**config.mk**
```make
export PLATFORM = sky130hd
export DESIGN_NAME = dmaarb_top
export DESIGN_NICKNAME = d
export VERILOG_FILES = /design/src/rtl/dmaarb_pkg.sv /design/src/rtl/dmaarb_cfg_reg.sv /design/src/rtl/dmaarb_rank.sv /design/src/rtl/dmaarb_stage.sv /design/src/rtl/dmaarb_top.sv
export SDC_FILE = /design/constraint.sdc
export NUM_CORES = 1
export LEC_CHECK = 0
export ABC_AREA = 1
export BUFFER_PORTS_ARGS = -buffer_cell sky130_fd_sc_hd__buf_2
export CAP_MARGIN = 40
export CORE_MARGIN = 1.5
export CORE_UTILIZATION = 45
export DETAILED_ROUTE_END_ITERATION = 7
export GPL_TIMING_DRIVEN = 0
export PLACE_DENSITY = 0.87
export SYNTH_ARGS = -nofsm -noshare
export SYNTH_HDL_FRONTEND = slang
export SYNTH_SLANG_ARGS = --single-unit
```
**constraint.sdc**
```tcl
create_clock -name clk -period 6.9 [get_ports clk]
set_input_delay 0.69 -clock clk [delete_from_list [all_inputs] [get_ports clk]]
set_output_delay 0.69 -clock clk [all_outputs]
set_load 0.02 [all_outputs]
```
**src/rtl/dmaarb_pkg.sv**
```systemverilog
package dmaarb_pkg;
   localparam int CFG_W = 5;
   localparam int POS_W = 4;

   typedef struct packed {
      logic             aux_dma;
      logic [POS_W-1:0] aux_pos;
   } dmaarb_cfg_t;
endpackage

```
**src/rtl/dmaarb_cfg_reg.sv**
```systemverilog
module dmaarb_cfg_reg
   import dmaarb_pkg::*;
(
   input  logic                clk,
   input  logic                rst_n,
   input  logic                we,
   input  logic [CFG_W-1:0]    wdata,
   output dmaarb_cfg_t         cfg_q
);
   always_ff @(posedge clk) begin
      if (!rst_n) begin
         cfg_q <= '0;
      end else if (we) begin
         cfg_q <= dmaarb_cfg_t'(wdata);
      end
   end
endmodule

```
**src/rtl/dmaarb_rank.sv**
```systemverilog
module dmaarb_rank
   import dmaarb_pkg::*;
#(
   parameter int NUM_CH = 4,
   localparam int NREQ   = NUM_CH + 1,
   localparam int RANK_W = $clog2(NREQ)
) (
   input  logic [POS_W-1:0]             aux_pos,
   output logic [NREQ-1:0][RANK_W-1:0]  rank
);
   localparam logic [POS_W-1:0]  LAST_POS  = POS_W'(NUM_CH);
   localparam logic [RANK_W-1:0] LAST_RANK = RANK_W'(NUM_CH);

   logic [RANK_W-1:0] aux_slot;

   always_comb begin
      if (aux_pos > LAST_POS) aux_slot = LAST_RANK;
      else                    aux_slot = RANK_W'(aux_pos);
   end

   for (genvar c = 0; c < NUM_CH; c++) begin : g_ch
      always_comb begin
         if (aux_slot <= RANK_W'(c)) rank[c] = RANK_W'(c + 1);
         else                        rank[c] = RANK_W'(c);
      end
   end

   assign rank[NUM_CH] = aux_slot;
endmodule

```
**src/rtl/dmaarb_stage.sv**
```systemverilog
module dmaarb_stage #(
   parameter int NUM_CH = 4,
   localparam int NREQ   = NUM_CH + 1,
   localparam int RANK_W = $clog2(NREQ),
   localparam int KEY_W  = RANK_W + 1
) (
   input  logic [NREQ-1:0][RANK_W-1:0] rank,
   input  logic [NREQ-1:0]             elig_main,
   input  logic [NREQ-1:0]             elig_sub,
   input  logic [NREQ-1:0]             dma_pri,
   input  logic                        cpu_req,
   output logic [NREQ-1:0]             gnt_main,
   output logic [NREQ-1:0]             gnt_sub,
   output logic                        cpu_gnt
);
   logic              found;
   logic              win_sub;
   logic [RANK_W-1:0] win_r;
   logic [KEY_W-1:0]  best;
   logic              dma_wins;

   always_comb begin
      found   = 1'b0;
      win_sub = 1'b0;
      win_r   = '0;
      best    = '1;
      for (int r = 0; r < NREQ; r++) begin
         if (elig_main[r] && (!found || {rank[r], 1'b0} < best)) begin
            found   = 1'b1;
            best    = {rank[r], 1'b0};
            win_r   = RANK_W'(r);
            win_sub = 1'b0;
         end
         if (elig_sub[r] && (!found || {rank[r], 1'b1} < best)) begin
            found   = 1'b1;
            best    = {rank[r], 1'b1};
            win_r   = RANK_W'(r);
            win_sub = 1'b1;
         end
      end
   end

   assign dma_wins = found && (!cpu_req || dma_pri[win_r]);
   assign cpu_gnt  = cpu_req && !dma_wins;

   always_comb begin
      gnt_main = '0;
      gnt_sub  = '0;
      if (dma_wins) begin
         if (win_sub) gnt_sub[win_r]  = 1'b1;
         else         gnt_main[win_r] = 1'b1;
      end
   end
endmodule

```
**src/rtl/dmaarb_top.sv**
```systemverilog
module dmaarb_top
   import dmaarb_pkg::*;
#(
   parameter int NUM_CH = 4,
   localparam int NREQ   = NUM_CH + 1,
   localparam int NDIR   = 2,
   localparam int RANK_W = $clog2(NREQ)
) (
   input  logic                   clk,
   input  logic                   rst_n,
   input  logic                   cfg_we,
   input  logic [CFG_W-1:0]       cfg_wdata,
   input  logic [NUM_CH-1:0]      ch_dma_pri,
   input  logic [NREQ-1:0]        split_en,
   input  logic [NDIR*NREQ-1:0]   req_main,
   input  logic [NDIR*NREQ-1:0]   wait_main,
   input  logic [NDIR*NREQ-1:0]   req_sub,
   input  logic [NDIR*NREQ-1:0]   wait_sub,
   input  logic [NDIR-1:0]        cpu_req,
   output logic [NDIR*NREQ-1:0]   gnt_main,
   output logic [NDIR*NREQ-1:0]   gnt_sub,
   output logic [NDIR-1:0]        cpu_gnt
);
   if (NUM_CH < 1 || NUM_CH >= (1 << POS_W)) begin : g_bad_num_ch
      $error("dmaarb_top: NUM_CH out of range for the position field");
   end

   dmaarb_cfg_t                cfg_q;
   logic [NREQ-1:0][RANK_W-1:0] rank;
   logic [NREQ-1:0]             dma_pri;

   dmaarb_cfg_reg u_cfg (
      .clk   (clk),
      .rst_n (rst_n),
      .we    (cfg_we),
      .wdata (cfg_wdata),
      .cfg_q (cfg_q)
   );

   dmaarb_rank #(.NUM_CH(NUM_CH)) u_rank (
      .aux_pos (cfg_q.aux_pos),
      .rank    (rank)
   );

   assign dma_pri = {cfg_q.aux_dma, ch_dma_pri};

   for (genvar d = 0; d < NDIR; d++) begin : g_dir
      logic [NREQ-1:0] elig_main;
      logic [NREQ-1:0] elig_sub;

      assign elig_main = req_main[d*NREQ +: NREQ] & ~wait_main[d*NREQ +: NREQ];
      assign elig_sub  = split_en & req_sub[d*NREQ +: NREQ] & ~wait_sub[d*NREQ +: NREQ];

      dmaarb_stage #(.NUM_CH(NUM_CH)) u_stage (
         .rank      (rank),
         .elig_main (elig_main),
         .elig_sub  (elig_sub),
         .dma_pri   (dma_pri),
         .cpu_req   (cpu_req[d]),
         .gnt_main  (gnt_main[d*NREQ +: NREQ]),
         .gnt_sub   (gnt_sub[d*NREQ +: NREQ]),
         .cpu_gnt   (cpu_gnt[d])
      );
   end
endmodule

```
==> metrics.txt, run 1 <==
# TYPE chip_impl_metric gauge
chip_impl_info{name="run_status",value="stopped before the end"} 1
chip_impl_info{name="stop_stage",value="5_1_grt"} 1
chip_impl_info{name="first-error",value="[ERROR DPL-0038] Utilization greater than 100%, impossible to legalize"} 1
chip_impl_metric{name="synth_area",unit="um^2"} 2009
chip_impl_info{name="repair-timing-grt-worst-ep",value="gnt_sub[3]"} 1
chip_impl_metric{name="ys.warnings.count",unit=""} 0
chip_impl_metric{name="gpl.final_weighted_congestion",unit=""} 0.8624
chip_impl_metric{name="synth-seq-cells",unit=""} 5
chip_impl_metric{name="synth.distinct_cells",unit=""} 27
chip_impl_info{name="worst_path_end_type",value="primary output"} 1
chip_impl_metric{name="die_outline_width",unit="um"} 69.83
chip_impl_metric{name="postCtsHoldBufs",unit=""} 0
chip_impl_metric{name="yosysTopAreaCellShare",unit="%"} 22.98
chip_impl_metric{name="clockBufferDepth",unit=""} 2
chip_impl_info{name="yosys-top-cells-count",value="123 x sky130_fd_sc_hd__nand2_1, 66 x sky130_fd_sc_hd__inv_1, 61 x sky130_fd_sc_hd__nor2_1, 22 x sky130_fd_sc_hd__ha_1, 20 x sky130_fd_sc_hd__o21ai_0"} 1
chip_impl_metric{name="sinks_on_the_clock_net",unit=""} 5
chip_impl_info{name="cts-root-buf",value="sky130_fd_sc_hd__clkbuf_8"} 1
chip_impl_metric{name="cts_buffers",unit=""} 3
chip_impl_info{name="yosys.cell_count.top_type",value="sky130_fd_sc_hd__nand2_1"} 1
chip_impl_metric{name="syn-num-nets",unit=""} 476
chip_impl_metric{name="mean_area_per_synthesized_cell",unit="um^2"} 5.087
chip_impl_metric{name="synth_enable_flop_cells",unit=""} 0
chip_impl_info{name="synth.largest_area_cell",value="sky130_fd_sc_hd__nand2_1"} 1
chip_impl_metric{name="rows",unit=""} 24
chip_impl_metric{name="htree_levels",unit=""} 1
chip_impl_metric{name="initial_utilization",unit="%"} 46.47
chip_impl_metric{name="number_of_cells_after_detailed_placement",unit=""} 527
chip_impl_metric{name="synth.yosys.seq_area_share",unit="%"} 4.981
chip_impl_info{name="synthFlopType",value="sky130_fd_sc_hd__dfxtp_1"} 1
chip_impl_metric{name="synthCells",unit=""} 395
chip_impl_metric{name="ys_async_sr_fraction",unit="%"} 0
chip_impl_metric{name="io_pins",unit=""} 81
chip_impl_metric{name="grt_max_degree",unit=""} 16
chip_impl_info{name="netlist_top_cells_area",value="sky130_fd_sc_hd__nand2_1 23%, sky130_fd_sc_hd__ha_1 14%, sky130_fd_sc_hd__inv_1 12%, sky130_fd_sc_hd__nor2_1 11%, sky130_fd_sc_hd__dfxtp_1 5.0%"} 1
chip_impl_metric{name="place_hpwl",unit="um"} 4286
chip_impl_metric{name="placement.io_buffers",unit=""} 80
chip_impl_metric{name="die_y",unit="um"} 69.83
metrics by stage:
stage / cell area [um^2] / setup WS (ps) / setup TNS (ps)
detailed placement: 2567 / -968.3 / -17740
global placement: 2567 / -818.9 / -13600
floorplan: 2102 / -35.47 / -189.1
CTS: 4015 / -536.5 / -8559
what timing repair did:
action,CTS
setup endpoints to repair,22
gates cloned,2
pin swaps,47
resized for setup,78
buffers inserted,153
cell families after synthesis:
family | after synthesis | synth area share, %
buffers and inverters | 81 | 15.69
AND/OR/NAND/NOR | 244 | 53.55
flip-flops | 5 | 4.982
adder cells (fa/ha/maj) | 22 | 13.70
AO/OA/AOI/OAI | 43 | 12.08
==> run 2, diff against run 1 <==
--- a/config.mk
+++ b/config.mk
@@ -9,10 +9,10 @@
 export BUFFER_PORTS_ARGS = -buffer_cell sky130_fd_sc_hd__buf_2
 export CAP_MARGIN = 40
 export CORE_MARGIN = 1.5
-export CORE_UTILIZATION = 45
+export CORE_UTILIZATION = 30
 export DETAILED_ROUTE_END_ITERATION = 7
 export GPL_TIMING_DRIVEN = 0
-export PLACE_DENSITY = 0.87
+export PLACE_DENSITY_LB_ADDON = 0.15
 export SYNTH_ARGS = -nofsm -noshare
 export SYNTH_HDL_FRONTEND = slang
 export SYNTH_SLANG_ARGS = --single-unit
==> constraint.sdc (replaced) <==
create_clock -name clk -period 9 [get_ports clk]
set_input_delay 0.9 -clock clk [delete_from_list [all_inputs] [get_ports clk]]
set_output_delay 0.9 -clock clk [all_outputs]
set_load 0.02 [all_outputs]
==> metrics.txt, run 2 <==
# TYPE chip_impl_metric gauge
chip_impl_info{name="worstSetupEndpointType",value="primary output"} 1
chip_impl_metric{name="postCtsHoldBufs",unit=""} 0
chip_impl_metric{name="placeableCoreArea",unit="um^2"} 6422
chip_impl_metric{name="sinks_on_the_clock_net",unit=""} 5
chip_impl_metric{name="firstDrtPassIters",unit=""} 6
chip_impl_info{name="regToRegStartpoint",value="u_cfg.cfg_q[3]$_SDFFE_PN0P_"} 1
chip_impl_metric{name="gpl.final_weighted_congestion",unit=""} 0.8613
chip_impl_metric{name="synth_enable_flop_cells",unit=""} 0
chip_impl_metric{name="drive_gt1_share",unit="%"} 32.72
chip_impl_info{name="netlist_top_cells_area",value="sky130_fd_sc_hd__nand2_1 23%, sky130_fd_sc_hd__ha_1 14%, sky130_fd_sc_hd__inv_1 12%, sky130_fd_sc_hd__nor2_1 11%, sky130_fd_sc_hd__dfxtp_1 5.0%"} 1
chip_impl_metric{name="synth.yosys.seq_area_share",unit="%"} 4.981
chip_impl_metric{name="grt_pass1_vias",unit=""} 2310
chip_impl_metric{name="drtAntennaViolNets",unit=""} 0
chip_impl_metric{name="finalSetupViolCount",unit=""} 0
chip_impl_info{name="crit_family",value="simple AND/OR/NAND/NOR gates"} 1
chip_impl_metric{name="cap_viol_max_count",unit=""} 0
chip_impl_metric{name="switching_power",unit="W"} 0.0001405
chip_impl_metric{name="min_period_over_period",unit="%"} 91.26
chip_impl_metric{name="placement.io_buffers",unit=""} 80
chip_impl_metric{name="mean_area_per_synthesized_cell",unit="um^2"} 5.087
chip_impl_metric{name="timing.max_slew.rel_slack",unit="%"} 25.69
chip_impl_metric{name="area_growth",unit="%"} 35.68
chip_impl_metric{name="power-per-cell-area",unit="nW/um^2"} 101.2
chip_impl_metric{name="max_freq",unit="GHz"} 0.1218
chip_impl_metric{name="remaining_global_route_overflow",unit=""} 0
chip_impl_metric{name="drt_iter0_markers",unit=""} 63
chip_impl_metric{name="cpPeakStageDelay",unit="ps"} 330
chip_impl_info{name="critPathKind",value="input port to primary output"} 1
chip_impl_metric{name="tightestPinTransition",unit="ps"} 1103
chip_impl_metric{name="syn-num-nets",unit=""} 476
chip_impl_metric{name="pwr-share-comb",unit="%"} 76.3
chip_impl_metric{name="clkSlewWorstSetupHoldPaths",unit="ps"} 30
chip_impl_metric{name="route.vias.total",unit=""} 2530
chip_impl_info{name="top_regs",value="u_cfg.cfg_q: 5 flops"} 1
chip_impl_info{name="layout.cells.most_common_list",value="118 x sky130_fd_sc_hd__nand2_1, 72 x sky130_fd_sc_hd__buf_2, 63 x sky130_fd_sc_hd__inv_1"} 1
chip_impl_metric{name="via_per_inst",unit=""} 4.470
chip_impl_metric{name="fin_total_pwr",unit="W"} 0.0002759
chip_impl_info{name="synth.largest_area_cell",value="sky130_fd_sc_hd__nand2_1"} 1
chip_impl_metric{name="clk-insertion-delay-late",unit="ps"} 220
chip_impl_metric{name="grt_antenna_before_repair",unit=""} 0
chip_impl_metric{name="layout.nets",unit=""} 571
chip_impl_metric{name="report.final.hold_viol_count",unit=""} 0
chip_impl_metric{name="place_hpwl",unit="um"} 4811
chip_impl_metric{name="die_y",unit="um"} 84.84
chip_impl_metric{name="die_outline_width",unit="um"} 84.84
chip_impl_info{name="final_common_cell",value="sky130_fd_sc_hd__nand2_1"} 1
chip_impl_metric{name="average_wire_per_cell_in_the_routed_design",unit="um"} 9.952
chip_impl_info{name="cts-root-buf",value="sky130_fd_sc_hd__clkbuf_8"} 1
chip_impl_metric{name="rows",unit=""} 29
chip_impl_info{name="worstSetupStartpointType",value="input port"} 1
chip_impl_info{name="class_of_the_worst_hold_path",value="register to register"} 1
chip_impl_info{name="largest_register",value="u_cfg.cfg_q"} 1
chip_impl_metric{name="power.internal",unit="W"} 0.0001355
chip_impl_info{name="cts_tree",value="done"} 1
chip_impl_metric{name="drv_slew",unit=""} 0
chip_impl_info{name="yosys-top-cells-count",value="123 x sky130_fd_sc_hd__nand2_1, 66 x sky130_fd_sc_hd__inv_1, 61 x sky130_fd_sc_hd__nor2_1, 22 x sky130_fd_sc_hd__ha_1, 20 x sky130_fd_sc_hd__o21ai_0"} 1
chip_impl_info{name="critPathMostFrequentCell",value="sky130_fd_sc_hd__nand2_1"} 1
chip_impl_metric{name="yosysTopAreaCellShare",unit="%"} 22.98
chip_impl_info{name="run_status",value="finished, violations left"} 1
chip_impl_metric{name="worst_ep_required_time",unit="ps"} 8100
chip_impl_metric{name="synth_area",unit="um^2"} 2009
chip_impl_metric{name="total_leakage_power",unit="nW"} 1.702
chip_impl_metric{name="synth-seq-cells",unit=""} 5
chip_impl_metric{name="cts_buffers",unit=""} 3
chip_impl_metric{name="first_pass_grt_wire_length",unit="um"} 9439
chip_impl_metric{name="max-vdd-ir-drop",unit="mV"} 0.08932
chip_impl_metric{name="ys.warnings.count",unit=""} 0
chip_impl_metric{name="initial_utilization",unit="%"} 31.29
chip_impl_metric{name="finalWorstPathRequiredPeriod",unit="ps"} 8213
chip_impl_info{name="yosys.cell_count.top_type",value="sky130_fd_sc_hd__nand2_1"} 1
chip_impl_metric{name="total_die_area",unit="um^2"} 7198
chip_impl_metric{name="antennaDiodeCount",unit=""} 0
chip_impl_metric{name="clock-skew-final",unit="ps"} 0
chip_impl_metric{name="grt_max_degree",unit=""} 16
chip_impl_info{name="synthFlopType",value="sky130_fd_sc_hd__dfxtp_1"} 1
chip_impl_metric{name="largest_reg_flops",unit=""} 5
chip_impl_metric{name="clkPwrFrac",unit="%"} 14.7
chip_impl_metric{name="clockBufferDepth",unit=""} 2
chip_impl_metric{name="crit_path_dat",unit="ps"} 7310
chip_impl_info{name="slowest_stage",value="sky130_fd_sc_hd__ha_1"} 1
chip_impl_metric{name="drc_errors",unit=""} 1
chip_impl_metric{name="critical_path.max_fanout",unit=""} 7
chip_impl_metric{name="io_pins",unit=""} 81
chip_impl_metric{name="synthCells",unit=""} 395
chip_impl_metric{name="groute.usage.overall",unit="%"} 15.43
chip_impl_metric{name="synth.distinct_cells",unit=""} 27
chip_impl_info{name="failing_checks",value="design-rule violations"} 1
chip_impl_metric{name="worst_path_buffer_plus_inverter_count",unit=""} 12
chip_impl_metric{name="htree_levels",unit=""} 1
chip_impl_info{name="critPathLaunch",value="split_en[0]"} 1
chip_impl_metric{name="p_sw_share",unit="%"} 50.91
chip_impl_metric{name="drt-total-wl",unit="um"} 5633
chip_impl_metric{name="ys_async_sr_fraction",unit="%"} 0
chip_impl_info{name="worst_hold_startpoint",value="u_cfg.cfg_q[1]$_SDFFE_PN0P_"} 1
chip_impl_metric{name="timing.setup.tns",unit="ps"} 0
chip_impl_metric{name="pwr-share-seq",unit="%"} 9.0
[run 2: routing by layer]
metal	GRT usage (%)	share of wire (%)	vias up
li1	-	-	1404
met1	18.56	45	1080
met2	30.91	52	44
met3	0.8755	2.8	2
met4	1.341	0.21	0
met5	0	0	-
[run 2: cell type report]
type,instances,area [um^2]
Tap cell,77,96.34
Multi-Input combinational cell,310,1670
Buffer,5,36.28
Inverter,76,285.3
Clock buffer,4,45.04
Timing Repair Buffer,89,493.0
Sequential cell,5,100.1
Fill cell,743,3696
[run 2: power groups by stage]
stage	Sequential, W	Combinational, W	Clock (W)
after floorplan	0.0000248	0.000145	0
after global placement	0.0000251	0.000189	0
after detailed placement	0.0000251	0.000193	0
after CTS	0.0000248	0.000194	0.0000421
after global routing	0.0000250	0.000243	0.0000437
final	0.0000248	0.000211	0.0000406
[run 2: logic make-up (layout without fill, tap and decap cells)]
kind of cell               Yosys count  count (layout)  share of synthesized area [%]
DFF                                  5               5                          4.982
and+or+nand+nor                    244             245                          53.55
buffers and inverters               81             174                          15.69
AOI/OAI and AO/OA                   43              43                          12.08
adders and majority gates           22              22                          13.70
[run 2: worst min-delay path, delay by kind of cell, from the launching register on]
kind	cells	cell delay, ps
flops	1	290
buf+inv	1	70
compound gates	1	60
[run 2: final timing paths]
| check | end | slack [ps] | cells past startpoint |
|---|---|---|---|
| setup reg to reg | u_cfg.cfg_q[3]$_SDFFE_PN0P_ | 8340 | 2 |
| hold / removal | u_cfg.cfg_q[1]$_SDFFE_PN0P_ | 480 | 2 |
| setup / recovery | gnt_main[4] | 790 | 70 |
| hold reg to reg | u_cfg.cfg_q[1]$_SDFFE_PN0P_ | 480 | 2 |
[run 2: timing repair]
| action | CTS | global route |
|---|---|---|
| setup buffers | 0 | 9 |
| setup endpoints to repair | 0 | 11 |
| gates resized for setup | 0 | 34 |
[run 2: stage by stage]
step	utilization (%)	area, um^2	std cells	setup WS (ps)	hold slack, ps
2_1_floorplan	-	2009	395	1591	456.5
3_3_place_gp	39.02	2506	552	676.0	476.4
3_5_place_dp	39.02	2506	552	544.0	480.0
4_1_cts	39.72	2551	556	520.8	485.4
5_1_grt	42.45	2726	566	-12.94	502.0
6_report	42.45	2726	566	786.7	483.6
Note: power is estimated with default switching activity, not from simulation.
==> run 3, diff against run 2 <==
--- a/config.mk
+++ b/config.mk
@@ -13,6 +13,7 @@
 export DETAILED_ROUTE_END_ITERATION = 7
 export GPL_TIMING_DRIVEN = 0
 export PLACE_DENSITY_LB_ADDON = 0.15
+export RECOVER_POWER = 50
 export SYNTH_ARGS = -nofsm -noshare
 export SYNTH_HDL_FRONTEND = slang
 export SYNTH_SLANG_ARGS = --single-unit
==> metrics.txt, run 3 (synthesized netlist as in run 2, its figures left out) <==
# TYPE chip_impl_metric gauge
chip_impl_info{name="run_status",value="finished, violations left"} 1
chip_impl_info{name="failing_checks",value="design-rule violations"} 1
chip_impl_metric{name="route.vias.total",unit=""} 2537
chip_impl_metric{name="placement.io_buffers",unit=""} 80
chip_impl_info{name="largest_register",value="u_cfg.cfg_q"} 1
chip_impl_metric{name="finalSetupViolCount",unit=""} 0
chip_impl_metric{name="drive_gt1_share",unit="%"} 32.31
chip_impl_metric{name="drc_errors",unit=""} 1
chip_impl_metric{name="drt-total-wl",unit="um"} 5624
chip_impl_metric{name="fin_ws",unit="ps"} 788.5
chip_impl_metric{name="min_period_over_period",unit="%"} 91.24
chip_impl_metric{name="first_pass_grt_wire_length",unit="um"} 9439
chip_impl_info{name="slowest_stage",value="sky130_fd_sc_hd__ha_1"} 1
chip_impl_metric{name="power-per-cell-area",unit="nW/um^2"} 101.1
chip_impl_metric{name="grt_antenna_before_repair",unit=""} 0
chip_impl_metric{name="r2r_slack",unit="ps"} 8340
chip_impl_info{name="worstSetupEndpointType",value="primary output"} 1
chip_impl_info{name="critPathKind",value="input port to primary output"} 1
chip_impl_info{name="critPathMostFrequentCell",value="sky130_fd_sc_hd__nand2_1"} 1
chip_impl_metric{name="clk-insertion-delay-late",unit="ps"} 220
chip_impl_info{name="cts_tree",value="done"} 1
chip_impl_metric{name="max-vdd-ir-drop",unit="mV"} 0.08889
chip_impl_info{name="regToRegStartpoint",value="u_cfg.cfg_q[3]$_SDFFE_PN0P_"} 1
chip_impl_metric{name="hold_path_depth",unit=""} 2
chip_impl_metric{name="timing.max_slew.rel_slack",unit="%"} 25.76
chip_impl_metric{name="placedInstanceArea",unit="um^2"} 2506
chip_impl_info{name="final_common_cell",value="sky130_fd_sc_hd__nand2_1"} 1
chip_impl_metric{name="firstDrtPassIters",unit=""} 6
chip_impl_metric{name="initial_utilization",unit="%"} 31.29
chip_impl_metric{name="cell_count_final_fillers_out",unit=""} 566
chip_impl_metric{name="total_leakage_power",unit="nW"} 1.695
chip_impl_metric{name="drv_slew",unit=""} 0
chip_impl_info{name="worst_hold_startpoint",value="u_cfg.cfg_q[1]$_SDFFE_PN0P_"} 1
chip_impl_metric{name="io_pins",unit=""} 81
chip_impl_metric{name="die_outline_width",unit="um"} 84.84
chip_impl_metric{name="number_of_cells_after_detailed_placement",unit=""} 552
chip_impl_metric{name="rows",unit=""} 29
chip_impl_info{name="worstSetupStartpointType",value="input port"} 1
chip_impl_metric{name="via_per_inst",unit=""} 4.482
chip_impl_metric{name="drt_iter0_markers",unit=""} 67
chip_impl_metric{name="groute.usage.overall",unit="%"} 15.43
chip_impl_metric{name="total_die_area",unit="um^2"} 7198
chip_impl_metric{name="grt_max_degree",unit=""} 16
chip_impl_metric{name="htree_levels",unit=""} 1
chip_impl_info{name="worst_hold_path.endpoint",value="u_cfg.cfg_q[1]$_SDFFE_PN0P_"} 1
chip_impl_metric{name="area_growth",unit="%"} 35.24
chip_impl_metric{name="cpPeakStageDelay",unit="ps"} 330
chip_impl_metric{name="clkSlewWorstSetupHoldPaths",unit="ps"} 30
chip_impl_info{name="cts-root-buf",value="sky130_fd_sc_hd__clkbuf_8"} 1
chip_impl_metric{name="postCtsHoldBufs",unit=""} 0
chip_impl_metric{name="finalWorstPathRequiredPeriod",unit="ps"} 8211
chip_impl_metric{name="worst_ep_required_time",unit="ps"} 8100
chip_impl_metric{name="report.final.hold_viol_count",unit=""} 0
chip_impl_metric{name="critical_path.max_fanout",unit=""} 7
chip_impl_metric{name="crit_path_dat",unit="ps"} 7310
chip_impl_info{name="top_regs",value="u_cfg.cfg_q: 5 flops"} 1
chip_impl_metric{name="largest_reg_flops",unit=""} 5
chip_impl_metric{name="cap_viol_max_count",unit=""} 0
chip_impl_metric{name="clock-skew-final",unit="ps"} 0
chip_impl_metric{name="final.hold.worst_slack",unit="ps"} 483.3
chip_impl_metric{name="die_y",unit="um"} 84.84
chip_impl_metric{name="gpl.final_weighted_congestion",unit=""} 0.8613
chip_impl_info{name="critical_path.reg2reg.endpoint",value="u_cfg.cfg_q[3]$_SDFFE_PN0P_"} 1
chip_impl_info{name="class_of_the_worst_hold_path",value="register to register"} 1
chip_impl_metric{name="grt_pass1_vias",unit=""} 2310
chip_impl_metric{name="worst-r2r-cell-count",unit=""} 2
chip_impl_metric{name="placeableCoreArea",unit="um^2"} 6422
chip_impl_metric{name="max_freq",unit="GHz"} 0.1218
chip_impl_metric{name="cts_buffers",unit=""} 3
chip_impl_metric{name="layout.nets",unit=""} 571
chip_impl_metric{name="fin_util",unit="%"} 42.31
chip_impl_metric{name="clockBufferDepth",unit=""} 2
chip_impl_metric{name="post_route_cell_area",unit="um^2"} 2718
chip_impl_metric{name="antennaDiodeCount",unit=""} 0
chip_impl_metric{name="drtAntennaViolNets",unit=""} 0
chip_impl_metric{name="detailedPlace.worstSlack",unit="ps"} 544.0
chip_impl_info{name="layout.cells.most_common_list",value="119 x sky130_fd_sc_hd__nand2_1, 69 x sky130_fd_sc_hd__buf_2, 63 x sky130_fd_sc_hd__inv_1"} 1
chip_impl_metric{name="tightestPinTransition",unit="ps"} 1102
chip_impl_metric{name="sinks_on_the_clock_net",unit=""} 5
chip_impl_metric{name="average_wire_per_cell_in_the_routed_design",unit="um"} 9.936
chip_impl_metric{name="place_hpwl",unit="um"} 4811
chip_impl_metric{name="remaining_global_route_overflow",unit=""} 0
run 3: metrics by stage:
| stage | setup TNS [ps] | total power (W) |
|---|---|---|
| finish | 0 | 0.0002748 |
| global route | -13.86 | 0.0003107 |
| CTS | 0 | 0.0002608 |
| detailed placement | 0 | 0.0002182 |
| global placement | 0 | 0.0002143 |
| floorplan | 0 | 0.0001694 |
run 3: timing repair:
action                     in CTS  in global routing
gates resized for setup         0                 34
setup endpoints to repair       0                 11
setup buffers                   0                  9
run 3: worst max-delay path by stage:
stage                     slack (ps)        start          end
after floorplan                 1590  split_en[0]  gnt_main[0]
final                            790  split_en[0]  gnt_main[4]
after global placement           680  split_en[0]   cpu_gnt[0]
after detailed placement         540  split_en[0]   cpu_gnt[0]
after global routing             -10  split_en[0]  gnt_main[4]
after CTS                        520  split_en[0]   cpu_gnt[0]
run 3: final cells by class:
type	count	area, um^2
fillers	745	3705
multi-input cells	310	1663
repair buffers	89	491.7
inverters	76	285.3
flip-flops and latches	5	100.1
well taps	77	96.34
clock buffers	4	45.04
plain buffers	5	36.28
run 3: power breakdown:
group / internal (W) / switching (W) / total [W] / leakage [nW]
Combinational: 0.0000808 / 0.000129 / 0.000209 / 1.63
Sequential: 0.0000239 / 0.000000917 / 0.0000248 / 0.0416
Clock: 0.0000303 / 0.0000102 / 0.0000406 / 0.0228
run 3: metal layers:
layer	wire [um]	vias to the layer above	track usage, %
met5	0	-	0
met4	12	0	1.341
met3	163	2	0.8755
met2	2924	48	30.91
met1	2523	1085	18.56
li1	-	1402	-
run 3: critical path: cells and delay by family:
| kind | cells | cell delay [ps] |
|---|---|---|
| adders and majority gates | 6 | 1530 |
| and+or+nand+nor | 48 | 3480 |
| buffers and inverters | 12 | 920 |
| AOI/OAI and AO/OA | 4 | 460 |
